[src/rtl/eis_pkg.sv]
package eis_pkg;
    typedef enum logic [2:0] {
        ST_ARM    = 3'd0,
        ST_COARSE = 3'd1,
        ST_SEARCH = 3'd2,
        ST_CHECK  = 3'd3,
        ST_STOP   = 3'd4
    } eis_state_e;

    // value equals the interval length in UI
    typedef enum logic [1:0] {
        IV_NONE  = 2'd0,
        IV_SHORT = 2'd1,
        IV_MID   = 2'd2,
        IV_LONG  = 2'd3
    } iv_class_e;
endpackage

[src/rtl/eis_edge_filter.sv]
module eis_edge_filter #(
    parameter int FILT_LEN = 3
) (
    input  logic clk,
    input  logic rst_n,
    input  logic line_in,
    output logic edge_o
);
    typedef struct packed {
        logic [FILT_LEN-1:0] sh;
        logic                lvl;
        logic                edg;
    } filt_t;

    filt_t filt_d, filt_q;

    always_comb begin
        filt_d     = filt_q;
        filt_d.sh  = {filt_q.sh[FILT_LEN-2:0], line_in};
        filt_d.edg = 1'b0;
        if ((&filt_q.sh) && !filt_q.lvl) begin
            filt_d.lvl = 1'b1;
            filt_d.edg = 1'b1;
        end else if (!(|filt_q.sh) && filt_q.lvl) begin
            filt_d.lvl = 1'b0;
            filt_d.edg = 1'b1;
        end
    end

    always_ff @(posedge clk or negedge rst_n) begin
        if (!rst_n) filt_q <= '0;
        else        filt_q <= filt_d;
    end

    assign edge_o = filt_q.edg;


    edge_gap_chk: assert property (@(posedge clk) disable iff (!rst_n)
        filt_q.edg |=> !filt_q.edg);
endmodule

[src/rtl/eis_interval.sv]
module eis_interval #(
    parameter int CW = 12
) (
    input  logic          clk,
    input  logic          rst_n,
    input  logic          edge_i,
    output logic [CW-1:0] iv_o,
    output logic [CW-1:0] run_o
);
    logic [CW-1:0] cnt_d, cnt_q;

    always_comb begin
        if (edge_i)       cnt_d = '0;
        else if (&cnt_q)  cnt_d = cnt_q;
        else              cnt_d = cnt_q + 1'b1;
    end

    always_ff @(posedge clk or negedge rst_n) begin
        if (!rst_n) cnt_q <= '0;
        else        cnt_q <= cnt_d;
    end

    assign iv_o  = (&cnt_q) ? cnt_q : cnt_q + 1'b1;
    assign run_o = cnt_q;


    cnt_sat_chk: assert property (@(posedge clk) disable iff (!rst_n)
        ((&cnt_q) && !edge_i) |=> (&cnt_q));
endmodule

[src/rtl/eis_classify.sv]
module eis_classify
    import eis_pkg::*;
#(
    parameter int CW = 12
) (
    input  logic [CW-1:0] iv_i,
    input  logic [CW-1:0] lo_i,
    input  logic [CW-1:0] hi_i,
    output iv_class_e     cls_o
);
    always_comb begin
        if (iv_i < lo_i)      cls_o = IV_SHORT;
        else if (iv_i < hi_i) cls_o = IV_MID;
        else                  cls_o = IV_LONG;
    end
endmodule

[src/rtl/edge_interval_sync.sv]
module edge_interval_sync
    import eis_pkg::*;
#(
    parameter int CW       = 12,
    parameter int ATW      = 4,
    parameter int FILT_LEN = 3,
    parameter int COARSE_N = 70,
    parameter int SEARCH_N = 70
) (
    input  logic           clk,
    input  logic           rst_n,
    input  logic           enable,
    input  logic           line_in,
    input  logic [ATW-1:0] max_attempts,
    input  logic [CW-1:0]  timeout_cycles,
    output logic [CW-1:0]  th_lo,
    output logic [CW-1:0]  th_hi,
    output logic           synced,
    output logic           sync_err
);
    localparam int NMAX = (COARSE_N > SEARCH_N) ? COARSE_N : SEARCH_N;
    localparam int TCW  = $clog2(NMAX + 1);
    localparam int ACW  = CW + 7;
    localparam int FW   = CW + 11;
    localparam logic [6:0] POS_W24 = 7'd48;
    localparam logic [6:0] POS_W40 = 7'd80;

    typedef struct packed {
        eis_state_e     st;
        logic [TCW-1:0] tcnt;
        logic [CW-1:0]  mn;
        logic [CW-1:0]  mx;
        logic [CW-1:0]  lo;
        logic [CW-1:0]  hi;
        logic [6:0]     pos;
        logic [ACW-1:0] acc;
        logic [ACW-1:0] w24;
        logic [ATW-1:0] att;
        logic           plong;
        logic           synced;
        logic           err;
    } seq_t;

    seq_t seq_d, seq_q;

    logic          edge_w;
    logic [CW-1:0] iv_w, run_w;
    iv_class_e     cls_w;

    eis_edge_filter #(.FILT_LEN(FILT_LEN)) u_filt (
        .clk(clk), .rst_n(rst_n), .line_in(line_in), .edge_o(edge_w));
    eis_interval #(.CW(CW)) u_ival (
        .clk(clk), .rst_n(rst_n), .edge_i(edge_w), .iv_o(iv_w), .run_o(run_w));
    eis_classify #(.CW(CW)) u_cls (
        .iv_i(iv_w), .lo_i(seq_q.lo), .hi_i(seq_q.hi), .cls_o(cls_w));

    function automatic logic [CW-1:0] clip(input logic [FW-1:0] v);
        clip = (|v[FW-1:CW]) ? '1 : v[CW-1:0];
    endfunction

    logic [1:0]     len_w;
    logic [CW-1:0]  mn_n, mx_n;
    logic [FW-1:0]  mn_x, mx_x, s_sum;
    logic [6:0]     n_pos;
    logic [5:0]     ph;
    logic [ACW:0]   acc_w;
    logic [ACW-1:0] acc_n;
    logic [ATW:0]   att_inc;
    logic           bad, fail_ev;

    always_comb begin
        seq_d   = seq_q;
        fail_ev = 1'b0;
        len_w   = cls_w;
        mn_n    = (iv_w < seq_q.mn) ? iv_w : seq_q.mn;
        mx_n    = (iv_w > seq_q.mx) ? iv_w : seq_q.mx;
        mn_x    = {{(FW-CW){1'b0}}, mn_n};
        mx_x    = {{(FW-CW){1'b0}}, mx_n};
        n_pos   = seq_q.pos + {5'd0, len_w};
        ph      = seq_q.pos[5:0];
        acc_w   = {1'b0, seq_q.acc} + {{(ACW+1-CW){1'b0}}, iv_w};
        acc_n   = acc_w[ACW] ? '1 : acc_w[ACW-1:0];
        s_sum   = {{(FW-ACW){1'b0}}, seq_q.w24} + {{(FW-ACW){1'b0}}, acc_n};
        att_inc = {1'b0, seq_q.att} + 1'b1;
        if (ph < 6'd8)
            bad = (ph == 6'd0 && cls_w != IV_LONG) ||
                  (({1'b0, ph} + {5'd0, len_w}) > 7'd8);
        else
            bad = (cls_w == IV_LONG) || (cls_w == IV_MID && ph[0]);

        if (!enable) begin
            seq_d = '0;
        end else if (seq_q.st != ST_ARM && seq_q.st != ST_STOP && !edge_w &&
                     run_w >= timeout_cycles) begin
            seq_d.st     = ST_ARM;
            seq_d.synced = 1'b0;
        end else if (edge_w) begin
            seq_d.plong = (cls_w == IV_LONG);
            unique case (seq_q.st)
                ST_ARM: begin
                    seq_d.st   = ST_COARSE;
                    seq_d.tcnt = '0;
                    seq_d.mn   = '1;
                    seq_d.mx   = '0;
                end
                ST_COARSE: begin
                    seq_d.mn = mn_n;
                    seq_d.mx = mx_n;
                    if (seq_q.tcnt == TCW'(COARSE_N - 1)) begin
                        seq_d.lo    = clip(mn_x + (mn_x >> 2));
                        seq_d.hi    = clip(((mn_x << 2) + mn_x + (mx_x << 1)) >> 2);
                        seq_d.st    = ST_SEARCH;
                        seq_d.tcnt  = '0;
                        seq_d.plong = 1'b1;
                    end else begin
                        seq_d.tcnt = seq_q.tcnt + 1'b1;
                    end
                end
                ST_SEARCH: begin
                    if (cls_w == IV_LONG && !seq_q.plong) begin
                        seq_d.st  = ST_CHECK;
                        seq_d.pos = 7'd3;
                        seq_d.acc = {{(ACW-CW){1'b0}}, iv_w};
                    end else if (seq_q.tcnt == TCW'(SEARCH_N - 1)) begin
                        fail_ev = 1'b1;
                    end else begin
                        seq_d.tcnt = seq_q.tcnt + 1'b1;
                    end
                end
                ST_CHECK: begin
                    if (bad) begin
                        fail_ev = 1'b1;
                    end else begin
                        seq_d.pos = n_pos;
                        seq_d.acc = acc_n;
                        if (n_pos == POS_W24) seq_d.w24 = acc_n;
                        if (n_pos == POS_W40) begin
                            seq_d.lo     = clip(((s_sum << 1) + s_sum) >> 8);
                            seq_d.hi     = clip(((s_sum << 2) + s_sum) >> 8);
                            seq_d.synced = 1'b1;
                            seq_d.att    = '0;
                            seq_d.st     = ST_SEARCH;
                            seq_d.tcnt   = '0;
                        end
                    end
                end
                default: ;
            endcase
            if (fail_ev) begin
                seq_d.tcnt = '0;
                seq_d.mn   = '1;
                seq_d.mx   = '0;
                if (seq_q.synced) begin
                    seq_d.synced = 1'b0;
                    seq_d.st     = ST_COARSE;
                end else if (att_inc >= {1'b0, max_attempts}) begin
                    seq_d.att = att_inc[ATW-1:0];
                    seq_d.err = 1'b1;
                    seq_d.st  = ST_STOP;
                end else begin
                    seq_d.att = att_inc[ATW-1:0];
                    seq_d.st  = ST_COARSE;
                end
            end
        end
    end

    always_ff @(posedge clk or negedge rst_n) begin
        if (!rst_n) seq_q <= '0;
        else        seq_q <= seq_d;
    end

    assign th_lo    = seq_q.lo;
    assign th_hi    = seq_q.hi;
    assign synced   = seq_q.synced;
    assign sync_err = seq_q.err;


    flag_excl_chk: assert property (@(posedge clk) disable iff (!rst_n)
        !(synced && sync_err));

    err_hold_chk: assert property (@(posedge clk) disable iff (!rst_n)
        (sync_err && enable) |=> sync_err);

    stop_err_chk: assert property (@(posedge clk) disable iff (!rst_n)
        (seq_q.st == ST_STOP) |-> sync_err);

    disable_clear_chk: assert property (@(posedge clk) disable iff (!rst_n)
        !enable |=> (!synced && !sync_err && th_lo == '0 && th_hi == '0));

    th_order_chk: assert property (@(posedge clk) disable iff (!rst_n)
        synced |-> (th_lo < th_hi));
endmodule

[config.mk]
export PLATFORM = sky130hd
export DESIGN_NAME = edge_interval_sync
export DESIGN_NICKNAME = d
export VERILOG_FILES = /design/src/rtl/eis_pkg.sv /design/src/rtl/eis_edge_filter.sv /design/src/rtl/eis_interval.sv /design/src/rtl/eis_classify.sv /design/src/rtl/edge_interval_sync.sv
export SDC_FILE = /design/constraint.sdc
export NUM_CORES = 1
export LEC_CHECK = 0
export ABC_AREA = 1
export CORE_MARGIN = 8
export CORE_UTILIZATION = 63
export CTS_CLUSTER_SIZE = 16
export DETAILED_ROUTE_END_ITERATION = 10
export GPL_ROUTABILITY_DRIVEN = 0
export PLACE_DENSITY = 0.82
export SYNTH_ARGS = -nofsm -noshare
export SYNTH_HDL_FRONTEND = slang
export SYNTH_SLANG_ARGS = --single-unit
[constraint.sdc]
create_clock -name clk -period 8.5 [get_ports clk]
set_input_delay 1.275 -clock clk [delete_from_list [all_inputs] [get_ports clk]]
set_output_delay 1.275 -clock clk [all_outputs]
set_load 0.02 [all_outputs]
==> key figures, run 1 <==
Die
  – Core area: 20,170 µm²
  – Die extent in x: approximately 160 µm
  – Chip height: 159.3 µm
  – Std cell rows: 52
  – Initial core utilization: 0.6416
  – I/O pins: between 40 and 50
  – Total die area: 25,380 µm²

Finish
  – FF+latch area: roughly 3200 µm²
  – Area grow syn2layout: 9.244%
  – Area of the multi-input gates: 8488 µm²
  – # fillers: roughly 1,700
  – Layout cells sized above 1: 0.06027
  – # diodes: 0
  – Total Nets Final: roughly 2,100

Detailed routing
  – Initial DRC count: 1,283
  – Via count: about 13,000
  – First-pass DRT Iterations: 5
  – Detailed Route WL: 36,410 µm
  – Drt drc: 0
  – Via/cell ratio: ~5.9
  – DRT antenna net count: 0
  – WL/cell: around 17 µm

Synth
  – Synth area leader: dfrtp_1
  – Mean post-synth cell area: between 6 and 7 µm²
  – Most frequent cell after synthesis: nand2_1
  – Post-Syn Nets: ~2,100
  – Synth top cells by count: nand2_1, inv_1, ha_1
  – Flop and latch count out of synthesis: 127
  – Asr flop ratio synth: 1.000
  – Yosys Warn Count: 0
  – Synth top area share: 0.2456
  – Gate Count Post-Synth: 1,871
  – Post-synthesis cell type count: 53
  – Post-synth top flop: dfrtp_1
  – Cell area after synthesis: around 13,000 µm²
  – Sequential cell area fraction in the yosys report: 0.2456
  – EDFF count, synth: 0
  – Ranking of synthesized cells by area: dfrtp_1, ha_1, nand2_1, inv_1, a21oi_1

STA
  – Clock Skews: 0.009380 ns
  – Final Cycle Share: 0.9056
  – Post-route minimum period: between 7 and 8 ns
  – Slew @ Worst Pin: between 1 and 1.5 ns
  – Hold Vio Cnt, Final: 0
  – Worst slew margin: 0.2620
  – Final setup margin: 0.8024 ns
  – Fmax: 129.9 MHz
  – Max-slew violation count: 0
  – Final setup viols: 0

Place
  – DPL Wire Length: roughly 28,000 µm
  – Setup slack at placement: 0.2607 ns
  – Port-buffer cells: 45

CTS
  – CTS sink count: 127
  – Clock slew at reported path FFs: about 0.06 ns
  – CTS max path bufs: 2
  – Root Buffer: clkbuf_16
  – Worst skew pair latency: 0.43 ns
  – CTS tree: built
  – H-tree levels: 4
  – Inserted Clock Buffers: 17

Global routing
  – Largest net degree at the start of global routing: 77
  – Grt total ovfl: 0
  – Number of global-route vias before repair: about 12,000
  – Grt met2 use: 0.4520
  – Busiest grt layer: met2
  – Global Route Usage Sum: 0.2833
  – First-pass GRT wire length: slightly below 60,000 µm
  – Met3 Use GR: 0.05300
  – Initial antenna violation count: 0
  – Met1 Usage GRT: 0.3653

Flow run
  – MaxCap Viol Count: 0

Worst setup path
  – Critical Path AT: 8.02 ns
  – Crit-path slowest cell: xor2_1
  – Worst EP required: 8.83 ns
  – Critical path class: reg2reg
  – Worst path max stage delay: 0.50 ns
  – CP Capture Type: flip-flop
  – Critical path launch point type: flip-flop
  – Critical path's most frequent cell: nand2_1
  – Worst reg-to-reg setup slack: about 0.8 ns
  – CP Max Fanout: 13

Run status
  – Status: completed

Min path
  – Worst hold path type: reg2reg
==> sequential cells by signal, indices dropped and copies added (netlist names) <==
register       count
seq_q             78
th_hi             12
th_lo             12
u_ival.run_o      12
ph                 6
u_filt.filt_d      2
u_filt.filt_q      2
sync_err           1
synced             1
u_filt.edge_o      1
==> routing by layer <==
layer  vias up  share of wire
li1       6208              -
met1      5931           0.41
met2       656           0.45
met3       118          0.095
met4         0          0.040
met5         -              0
==> final cells by class <==
class                           instances  area share
Clock inverter                         12    0.009559
Clock buffer                           20     0.03301
Sequential cell                       127      0.2248
Multi-Input combinational cell       1437      0.6005
Timing Repair Buffer                   64     0.04204
Inverter                              248     0.06621
Tap cell                              270     0.02390
==> repair_timing <==
item	in CTS	in global routing
setup buffers	0	6
endpoints found under the setup margin	0	24
hold buffers	0	0
gates resized for setup	0	11
==> placed cells by master (no fill, tap or decap), drive strengths merged, types with 4 or more instances in the layout <==
cell,n
nand3,120
xor2,42
a21oi,154
clkdlybuf4s50,44
clkinvlp,4
ha,155
a21boi,5
buf,20
or2,7
o21bai,6
inv,248
nand2,509
a21o,5
nor2,151
clkbuf,20
dfrtp,127
nor3,15
clkinv,6
fa,15
nand4,49
o21ai,119
xnor2,28
a31oi,15
nand3b,9
o21a,8
==> per-stage QoR <==
step	setup TNS, ns	utilization	hold slack [ns]	std cells	instance area, µm²
CTS	0	0.6962	0.4098	2172	14040
detailed placement	0	0.6663	0.3909	2140	13440
floorplan	0	-	0.3747	1871	12940
finish	0	0.7009	0.4061	2178	14140
global placement	0	0.6663	0.3871	2140	13440
global route	-0.02787	0.7009	0.4252	2178	14140
==> logic make-up after synthesis <==
group | share of synthesized area
AO/OA/AOI/OAI | 0.1385
flip-flops | 0.2456
adder cells (fa/ha/maj) | 0.1731
buffers and inverters | 0.1021
XOR/XNOR | 0.04738
AND/OR/NAND/NOR | 0.2934
==> critical path: cells and delay by family, from the launching register on <==
family                   cells  cell delay, ns
AND/OR/NAND/NOR             23            2.66
adder cells (fa/ha/maj)      5            1.63
flip-flops                   1            0.41
buffers and inverters        7            0.72
XOR/XNOR                     2            0.72
AO/OA/AOI/OAI                8            1.45
==> worst paths after layout <==
check                                  from               end  cells past startpoint
max                         u_ival.run_o[0]          th_lo[9]                     45
min                        u_filt.filt_d[4]  u_filt.filt_q[4]                      0
max reg2reg                 u_ival.run_o[0]          th_lo[9]                     45
min reg2reg                u_filt.filt_d[4]  u_filt.filt_q[4]                      0
max in group asynchronous             rst_n         seq_q[39]                      2
min in group asynchronous             rst_n          th_hi[5]                      1
Power of run 1 is left out: the tool's default activity adds up to more than one toggle a clock period on the data nets, which glitch-free logic cannot reach.
==> run 2, diff against run 1 <==
RECOVER_POWER = 100   (was unset)
==> run 2 against run 1 <==
  * The run now ends with max-capacitance violations, max-slew violations left
  * Sequential share of layout area barely moved
  * Non-clock buffer count did not move
  * Final cell count did not move
  * Clock skew rose by 0.00060 ns
  * Worst setup slack improved by 0.0095 ns
  * Via count fell by 0.58%
  * Fmax rose by 0.12%
  * Clock-buffer cell count did not move
  * Critical path type unchanged
  * Largest cell class unchanged
==> key figures, run 2 (synthesis results as in run 1) <==
Run status
  – Status: finished, violations left
  – Failing checks: max-capacitance violations, max-slew violations

Finish
  – Layout cells sized above 1: 0.05870 (-0.001572)
  – Most frequent cells in the layout: nand2_1, inv_1, ha_1
  – Commonest non-fill, non-tap cell in the layout: nand2_1
  – # fillers: 1,663 (+0.060%)
  – Largest register FFs: 78 (unchanged)
  – # diodes: 0 (unchanged)
  – Total Nets Final: 2,085 (unchanged)
  – Final Cell Area: 14,120 µm² (about the same)
  – Top reg by flops: seq_q
  – Area grow syn2layout: 9.138% (about the same)

Die
  – Core area: 20,170 µm² (unchanged)
  – Std cell rows: 52 (unchanged)
  – I/O pins: 46 (unchanged)
  – Chip height: 159.3 µm (unchanged)
  – Initial core utilization: 0.6416 (unchanged)
  – Die extent in x: 159.3 µm (unchanged)
  – Total die area: 25,380 µm² (unchanged)

Worst setup path
  – Critical path launch point type: flip-flop
  – CP Capture Type: flip-flop
  – Worst EP required: 8.83 ns (about the same)
  – Top delay family on crit path: simple AND/OR/NAND/NOR gates
  – CP Max Fanout: 13 (unchanged)
  – Critical path's most frequent cell: nand2_1
  – Critical Path AT: 8.01 ns (about the same)
  – Worst path max stage delay: 0.50 ns (about the same)
  – Crit-path slowest cell: xor2_1
  – CP Buf/Inv Count: 7 (unchanged)
  – Critical path class: reg2reg

Detailed routing
  – Drt drc: 0 (unchanged)
  – DRT antenna net count: 0 (unchanged)
  – First-pass DRT Iterations: 7 (+2)
  – Detailed Route WL: 36,470 µm (+0.18%)
  – Via count: 12,838 (-0.58%)
  – Initial DRC count: 1,313 (+2.3%)
  – WL/cell: 16.75 µm (+0.18%)
  – Via/cell ratio: 5.894 (-0.58%)

Place
  – Post-DP Area: 13,440 µm² (unchanged)
  – Setup slack at placement: 0.2607 ns (unchanged)
  – DPL Wire Length: 27,860 µm (unchanged)
  – Port-buffer cells: 45 (unchanged)

STA
  – Fmax: 130.1 MHz (+0.12%)
  – Final setup viols: 0 (unchanged)
  – Clock Skews: 0.009980 ns (+0.0005994 ns)
  – Hold Vio Cnt, Final: 0 (unchanged)
  – Worst slew margin: -0.9615 (-1.224)
  – Max-slew violation count: 53 (+53)
  – Slew @ Worst Pin: 2.942 ns (+1.839 ns)
  – Hold slack: 0.4057 ns (-0.0004240 ns)
  – Final setup margin: 0.8120 ns (+0.009540 ns)
  – Final Cycle Share: 0.9045 (-0.001122)
  – Post-route minimum period: 7.688 ns (-0.009540 ns)

CTS
  – Worst skew pair latency: 0.44 ns (about the same)
  – H-tree levels: 4 (unchanged)
  – Root Buffer: clkbuf_16
  – Inserted Clock Buffers: 17 (unchanged)
  – CTS tree: built
  – Clock slew at reported path FFs: 0.06 ns (about the same)
  – CTS sink count: 127 (unchanged)
  – CTS max path bufs: 2 (unchanged)
  – Hold_buf cts: 0 (unchanged)

Global routing
  – Grt total ovfl: 0 (unchanged)
  – First-pass GRT wire length: 59,420 µm (unchanged)
  – Initial antenna violation count: 0 (unchanged)
  – Largest net degree at the start of global routing: 77 (unchanged)
  – Number of global-route vias before repair: 12,123 (unchanged)
  – Global Route Usage Sum: 0.2833 (unchanged)

Min path
  – Worst hold path type: reg2reg

Flow run
  – MaxCap Viol Count: 1 (+1)
run 2: worst paths after layout:
path / start / endpoint / slack (ns) / depth (start not counted)
max: u_ival.run_o[0] / th_lo[9] / 0.81 / 45
min: u_filt.filt_d[4] / u_filt.filt_q[4] / 0.41 / 0
max reg2reg: u_ival.run_o[0] / th_lo[9] / 0.81 / 45
min reg2reg: u_filt.filt_d[4] / u_filt.filt_q[4] / 0.41 / 0
max in group asynchronous: rst_n / seq_q[14] / 4.46 / 2
min in group asynchronous: rst_n / th_hi[5] / 1.78 / 1
run 2: per-layer routing:
| layer | global-route usage | vias up | wire length (µm) |
|---|---|---|---|
| met3 | 0.05300 | 111 | 3249 |
| met5 | 0 | - | 0 |
| met1 | 0.3653 | 5915 | 15310 |
| li1 | - | 6207 | - |
| met4 | 0.1346 | 0 | 1355 |
| met2 | 0.4520 | 605 | 16560 |
run 2: timing repair:
| item | CTS | global route |
|---|---|---|
| setup buffers | 0 | 6 |
| endpoints found under the setup margin | 0 | 24 |
| endpoints found under the hold margin | 0 | 0 |
| resized for setup | 0 | 11 |
run 2: area by class of cell:
cell class              instances  area (µm²)  area share
multi-input cells            1437        8486      0.6009
repair buffers                 64       583.1     0.04129
well taps                     270       337.8     0.02392
clock inverters                12       135.1    0.009569
clock buffers                  20       466.7     0.03305
inverters                     248       935.9     0.06627
flip-flops and latches        127        3178      0.2250
run 2: through the flow:
step / cells / utilization / TNS (ns)
detailed placement: 2140 / 0.6663 / 0
global placement: 2140 / 0.6663 / 0
floorplan: 1871 / - / 0
CTS: 2172 / 0.6962 / 0
finish: 2178 / 0.7002 / 0
global route: 2178 / 0.7002 / -0.01336
Power of run 2 is left out for the same reason.
==> run 3, diff against run 2 <==
CELL_PAD_IN_SITES_DETAIL_PLACEMENT = 1   (was unset)
CELL_PAD_IN_SITES_GLOBAL_PLACEMENT = 1   (was unset)
CORE_UTILIZATION = 46   (was 63)
PLACE_DENSITY = unset   (was 0.82)
PLACE_DENSITY_LB_ADDON = 0.1   (was unset)
==> run 3 against run 2 <==
  * The flow still finishes with violations (max-capacitance violations, max-slew violations)
  * Sequential cell count unchanged
  * Global-route usage decreased by 2.4 points
  * Sequential share of layout area about the same
  * Highest routed layer unchanged
==> key figures, run 3 (synthesis results as in run 1) <==
Worst setup path
  – RR Endpoint: th_lo[10]
  – Critical Path AT: 8.09 ns (+0.08 ns)
  – Critical path class: reg2reg
  – Worst reg-to-reg setup slack: 0.74 ns (-0.07 ns)
  – Crit-path slowest cell: xor2_1
  – Critical path's most frequent cell: nand2_1
  – Crit path from: u_ival.run_o[0]
  – End of the critical path: th_lo[10]
  – CP Capture Type: flip-flop
  – FF-to-FF path depth: 45 (unchanged)
  – R2R Path Start: u_ival.run_o[0]
  – CP Max Fanout: 13 (unchanged)
  – Critical path launch point type: flip-flop
  – Worst EP required: 8.82 ns (about the same)
  – Worst path max stage delay: 0.51 ns (about the same)

Finish
  – Layout cells sized above 1: 0.04927 (-0.009434)
  – # diodes: 0 (unchanged)
  – FF+latch area: 3178 µm² (unchanged)
  – # fillers: 3,692 (+120%)
  – Area of the multi-input gates: 8409 µm² (-0.90%)
  – Total Nets Final: 2,085 (unchanged)
  – Area grow syn2layout: 9.127% (about the same)
  – Most frequent cells in the layout: nand2_1, inv_1, ha_1
  – Largest register FFs: 78 (unchanged)
  – Top reg by flops: seq_q
  – Commonest non-fill, non-tap cell in the layout: nand2_1

Detailed routing
  – Drt drc: 0 (unchanged)
  – Detailed Route WL: 43,080 µm (+18%)
  – WL/cell: 18.85 µm (+13%)
  – First-pass DRT Iterations: 5 (-2)
  – Via/cell ratio: 5.598 (-5.0%)
  – Initial DRC count: 775 (-41%)
  – Via count: 12,796 (-0.33%)
  – DRT antenna net count: 0 (unchanged)

Die
  – Die extent in x: 183.7 µm (+15%)
  – I/O pins: 46 (unchanged)
  – Initial core utilization: 0.4658 (-0.1758)
  – Chip height: 183.7 µm (+15%)
  – Total die area: 33,750 µm² (+33%)
  – Std cell rows: 61 (+17%)
  – Core area: 27,780 µm² (+38%)

CTS
  – CTS max path bufs: 2 (unchanged)
  – CTS tree: built
  – H-tree levels: 4 (unchanged)
  – Hold_buf cts: 0 (unchanged)
  – Inserted Clock Buffers: 17 (unchanged)
  – Worst skew pair latency: 0.44 ns (about the same)
  – Root Buffer: clkbuf_16
  – CTS sink count: 127 (unchanged)
  – Clock slew at reported path FFs: 0.07 ns (about the same)

Global routing
  – Initial antenna violation count: 0 (unchanged)
  – First-pass GRT wire length: 69,740 µm (+17%)
  – Largest net degree at the start of global routing: 71 (-7.8%)
  – Global Route Usage Sum: 0.2588 (-0.02446)
  – Grt total ovfl: 0 (unchanged)
  – Number of global-route vias before repair: 13,195 (+8.8%)

STA
  – Setup tns final: 0 ns (unchanged)
  – Worst slew margin: -1.294 (-0.3329)
  – Post-route minimum period: 7.762 ns (+0.07415 ns)
  – Final setup margin: 0.7378 ns (-0.07415 ns)
  – Hold Vio Cnt, Final: 0 (unchanged)
  – Final Cycle Share: 0.9132 (+0.008724)
  – Max-slew violation count: 130 (+150%)
  – Fmax: 128.8 MHz (-0.95%)
  – Final setup viols: 0 (unchanged)
  – Slew @ Worst Pin: 3.442 ns (+0.4994 ns)
  – Clock Skews: 0.01229 ns (+0.002309 ns)

Place
  – Port-buffer cells: 45 (unchanged)
  – DPL Wire Length: 34,080 µm (+22%)
  – Setup slack at placement: 0.3286 ns (+0.06783 ns)

Flow run
  – MaxCap Viol Count: 2 (+1)

Run status
  – Status: finished, violations left
  – Failing checks: max-capacitance violations, max-slew violations

Min path
  – Hold Startpoint: u_filt.filt_d[4]
  – Worst hold path type: reg2reg
-- run 3: per-stage QoR --
step | cells | hold slack, ns | util | area (µm²)
2_1_floorplan | 1871 | 0.3747 | - | 12940
3_3_place_gp | 2252 | 0.3860 | 0.4897 | 13600
3_5_place_dp | 2252 | 0.3980 | 0.4897 | 13600
4_1_cts | 2284 | 0.4145 | 0.5101 | 14170
5_1_grt | 2286 | 0.4288 | 0.5083 | 14120
6_report | 2286 | 0.4144 | 0.5083 | 14120
-- run 3: worst min path at each step --
stage,to,cells past startpoint
finish,u_filt.filt_q[4],0
global route,u_filt.filt_q[4],0
CTS,u_filt.filt_q[4],0
detailed placement,u_filt.filt_d[4],0
global placement,u_filt.filt_q[4],0
floorplan,u_filt.filt_d[4],0
-- run 3: worst max-delay path: cells and delay by family (launching register included) --
family                     cells  cell delay (ns)
adders and majority gates      5             1.62
and+or+nand+nor               23             2.55
buffers and inverters          7             0.69
xor gates and xnor gates       2             0.72
AOI/OAI and AO/OA              8             1.64
DFF                            1             0.41
-- run 3: final cells by class --
class | count | share of cell area
multi-input combinational | 1437 | 0.5955
sequential | 127 | 0.2251
inverter | 248 | 0.06601
timing repair buffer | 64 | 0.03978
tap | 378 | 0.03349
clock buffer | 20 | 0.03234
clock inverter | 12 | 0.007797
-- run 3: timing repair --
item | CTS | global route
resized for setup | 0 | 6
setup buffers | 0 | 2
setup endpoints to repair | 0 | 24
-- run 3: routing by layer --
layer | wire length (µm) | up-vias | track usage
met4 | 1242 | 0 | 0.07809
met5 | 0 | - | 0
met1 | 19650 | 6183 | 0.3368
li1 | - | 6209 | -
met2 | 19680 | 319 | 0.4290
met3 | 2504 | 85 | 0.05040
Power of run 3 is left out for the same reason.
